<file path="src/rtl/rbsd_adder.sv">
module rbsd_adder #(
  parameter int N = 8
) (
  input  logic [N-1:0] x_p,
  input  logic [N-1:0] x_n,
  input  logic [N-1:0] y_p,
  input  logic [N-1:0] y_n,
  output logic [N:0]   z_p,
  output logic [N:0]   z_n
);
  logic [N-1:0] xp, xn, yp, yn;
  logic [N-1:0] t_p, t_n, w_p, w_n;

  assign xp = x_p & ~x_n;
  assign xn = x_n & ~x_p;
  assign yp = y_p & ~y_n;
  assign yn = y_n & ~y_p;

  for (genvar i = 0; i < N; i++) begin : g_dig
    logic two_p, two_n, one_p, one_n, nb, cin_p, cin_n;
    assign two_p = xp[i] & yp[i];
    assign two_n = xn[i] & yn[i];
    assign one_p = (xp[i] & ~yp[i] & ~yn[i]) | (yp[i] & ~xp[i] & ~xn[i]);
    assign one_n = (xn[i] & ~yp[i] & ~yn[i]) | (yn[i] & ~xp[i] & ~xn[i]);
    if (i == 0) begin : g_lo
      assign nb    = 1'b1;
      assign cin_p = 1'b0;
      assign cin_n = 1'b0;
    end else begin : g_hi
      assign nb    = ~(xn[i-1] | yn[i-1]);
      assign cin_p = t_p[i-1];
      assign cin_n = t_n[i-1];
    end
    assign t_p[i] = two_p | (one_p & nb);
    assign t_n[i] = two_n | (one_n & ~nb);
    assign w_p[i] = (one_p | one_n) & ~nb;
    assign w_n[i] = (one_p | one_n) & nb;
    assign z_p[i] = (w_p[i] & ~cin_n) | (cin_p & ~w_n[i]);
    assign z_n[i] = (w_n[i] & ~cin_p) | (cin_n & ~w_p[i]);
  end

  assign z_p[N] = t_p[N-1];
  assign z_n[N] = t_n[N-1];
endmodule

</file>
<file path="config.mk">
export PLATFORM = sky130hd
export DESIGN_NAME = rbsd_adder
export DESIGN_NICKNAME = d
export VERILOG_FILES = /design/src/rtl/rbsd_adder.sv
export SDC_FILE = /design/constraint.sdc
export NUM_CORES = 1
export LEC_CHECK = 0
export ABC_CLOCK_PERIOD_IN_PS = 4400
export BUFFER_PORTS_ARGS = -buffer_cell sky130_fd_sc_hd__buf_2
export CAP_MARGIN = 20
export CELL_PAD_IN_SITES_DETAIL_PLACEMENT = 2
export CELL_PAD_IN_SITES_GLOBAL_PLACEMENT = 2
export CORE_ASPECT_RATIO = 1.5
export CORE_MARGIN = 2
export CORE_UTILIZATION = 33
export DETAILED_ROUTE_END_ITERATION = 10
export MAX_ROUTING_LAYER = met4
export PLACE_DENSITY_LB_ADDON = 0.1
export SLEW_MARGIN = 20
export SYNTH_ARGS = -nofsm -noshare
export SYNTH_HDL_FRONTEND = slang
export SYNTH_SLANG_ARGS = --single-unit
</file>
<file path="constraint.sdc">
create_clock -name vclk -period 4.4
set_input_delay 0.44 -clock vclk [all_inputs]
set_output_delay 0.44 -clock vclk [all_outputs]
set_load 0.05 [all_outputs]
</file>
==> flow_summary.ini <==
[logic_synthesis]
synth_top_area_share_pct = 6.925
synthTopCellsByArea = xnor2_2, nor2_1, xnor2_4, nor2b_1, xor2_2
ys_seq_area_share_pct = 0
synth_fp_nets = 246
synth_cell_type_count = 51
synth_largest_area_cell = xnor2_2
syn_area_mm2 = 0.001644
synth_warnings = 0
syn_avg_cell_area_um2 = 7.683
syn_inst = 214

[clock_tree]
cts_resized = 0
cts_hold_buf = 0
cts_setup_buffers = 0

[global_routing]
use_met1_pct = 17.68
grt_pass1_wl_um = 7728
grt_max_degree = 11
grt.overflow.total = 0
groute.usage.overall_pct = 17.01
antenna_found_initial = 0
met3_usage_pct = 0.1433
top_usage_layer = met2
globalRouteMet2Util_pct = 35.09
grt_pass1_vias = 1732

[setup_path]
path_cells = buf_2, xor2_2, xnor2_2, o211ai_1, o31a_1, o221ai_2, buf_2
crit_cells = 7
cp_slowest_stage_delay_ns = 0.48
worstPathRequired_ns = 3.96
critical_path.top_delay_family = XOR/XNOR gates
path_class = in2out
critPathMostFrequentCell = buf_2
end_kind = primary output
crit_slowest_cell = xnor2_2
cp_data_arrival_time_ns = 2.03
path_buf_inv = 2
startpoint_type = primary input
critPathMaxFanout = 10

[pwr]
p_leak_nw = 0.7472
power.density_mw_per_mm2 = 191.8
vdd_drop_max_mv = 0.1059
totalPowerFinal_uw = 358.1

[route]
wire_per_inst_um = 14.44
wirelength_um = 4562
viasPerCell = 5.402
vias = 1707
antenna_left = 0
dr.pass1.iters = 2
drc = 0
drt_iter0_markers = 32

[placement]
place_area_mm2 = 0.001867
io_buffers = 49
dp_hpwl_um = 3978
gp_congestion = 0.7123

[layout]
area_growth_pct = 13.55
finalInstanceArea_mm2 = 0.001867
seq_cells = 0
regArea_um2 = 0
nClkBuffers = 0
num-nets-final = 284
drive_above_1_share_pct = 32.00
diodes = 0

[floorplanning]
rows = 31
die_width_um = 61.63
coreArea_mm2 = 0.004810
io_pins = 50
die-area_mm2 = 0.005574
die_height_um = 90.45
initial_core_util_pct = 34.18

[timing]
hold_slack_ns = 1.291
max_slew_margin_pct = 62.96
hold_violations = 0
rsz0062_at_grt = no
final.period_utilization_pct = 56.16
max_freq_ghz = 0.4047
worst_slew_pin_slew_ns = 0.5529
final_max_slew_viol_count = 0
setup_viol = 0
min_period_ns = 2.471
setup_tns_ns = 0

[min_path]
whs_path_depth = 3
holdCritPathClass = in2out

[run_status]
status = finished, final reports clean

[job]
maxCapViolations = 0
## cell usage in the layout (no fill, tap or decap), types with 2 or more instances in the layout
master,instances
buf_2,49
nor2_1,23
nor2b_1,13
nand2_1,13
a21oi_1,11
nand3_1,9
a31oi_1,9
nand2b_1,8
xnor2_2,7
o21ai_0,6
and2b_1,6
mux2i_1,6
nor3b_1,6
nor3_1,5
and2_1,5
o211ai_1,5
o31a_1,5
or2b_1,5
xor2_2,4
xnor2_1,4
o221ai_2,4
mux2_4,3
xnor2_4,3
o21ai_1,3
a21boi_0,3
a2111oi_0,3
nor4_1,3
nor4b_1,2
inv_1,2
a211oi_1,2
o311ai_1,2
o21ai_2,2
o311ai_2,2
nor3b_2,2
## power by group
| part | switching (mW) | internal, mW |
|---|---|---|
| Clock | 0 | 0 |
| Combinational | 0.235 | 0.123 |
| Sequential | 0 | 0 |
| Total | 0.235 | 0.123 |
## stage by stage
step / worst slack, ns / instances / util, %
finish: 1.929 / 316 / 38.81
global route: 1.827 / 316 / 38.81
CTS: 1.924 / 316 / 38.81
detailed placement: 1.923 / 316 / 38.81
global placement: 1.942 / 316 / 38.81
floorplan: 1.566 / 214 / -
## metal layers
| metal | part of all wire, % | vias up |
|---|---|---|
| met5 | 0 | - |
| met4 | 0 | 0 |
| met3 | 2.2 | 0 |
| met2 | 61 | 19 |
| met1 | 37 | 829 |
| li1 | - | 859 |
## area by class of cell
cell class / instances / area, µm²
fillers: 645 / 2943
multi-input cells: 199 / 1531
repair buffers: 49 / 245.2
well taps: 66 / 82.58
inverters: 2 / 7.507
## path summary, 6_finish.rpt
path	start	endpoint
max	y_p[6]	z_n[6]
min	x_p[7]	z_n[8]
## synthesized netlist by cell type, drive strengths merged, types with 6 or more instances
master  number
and2b        6
nand3       10
nand2       13
buf         13
o211ai       6
nand2b       8
o21ai       11
xor2         6
nor2        23
a31oi        9
nor3b        8
mux2i        6
a21oi       11
nor2b       13
xnor2       14
## kinds of logic after synthesis
group / after synthesis / share of synthesized area [%]
AND/OR/NAND/NOR: 104 / 35.92
buffers and inverters: 15 / 6.849
XOR/XNOR: 20 / 20.24
multiplexers: 10 / 7.078
other: 1 / 0.2281
AO/OA/AOI/OAI: 64 / 29.68
(Power assumes the default switching activity.)
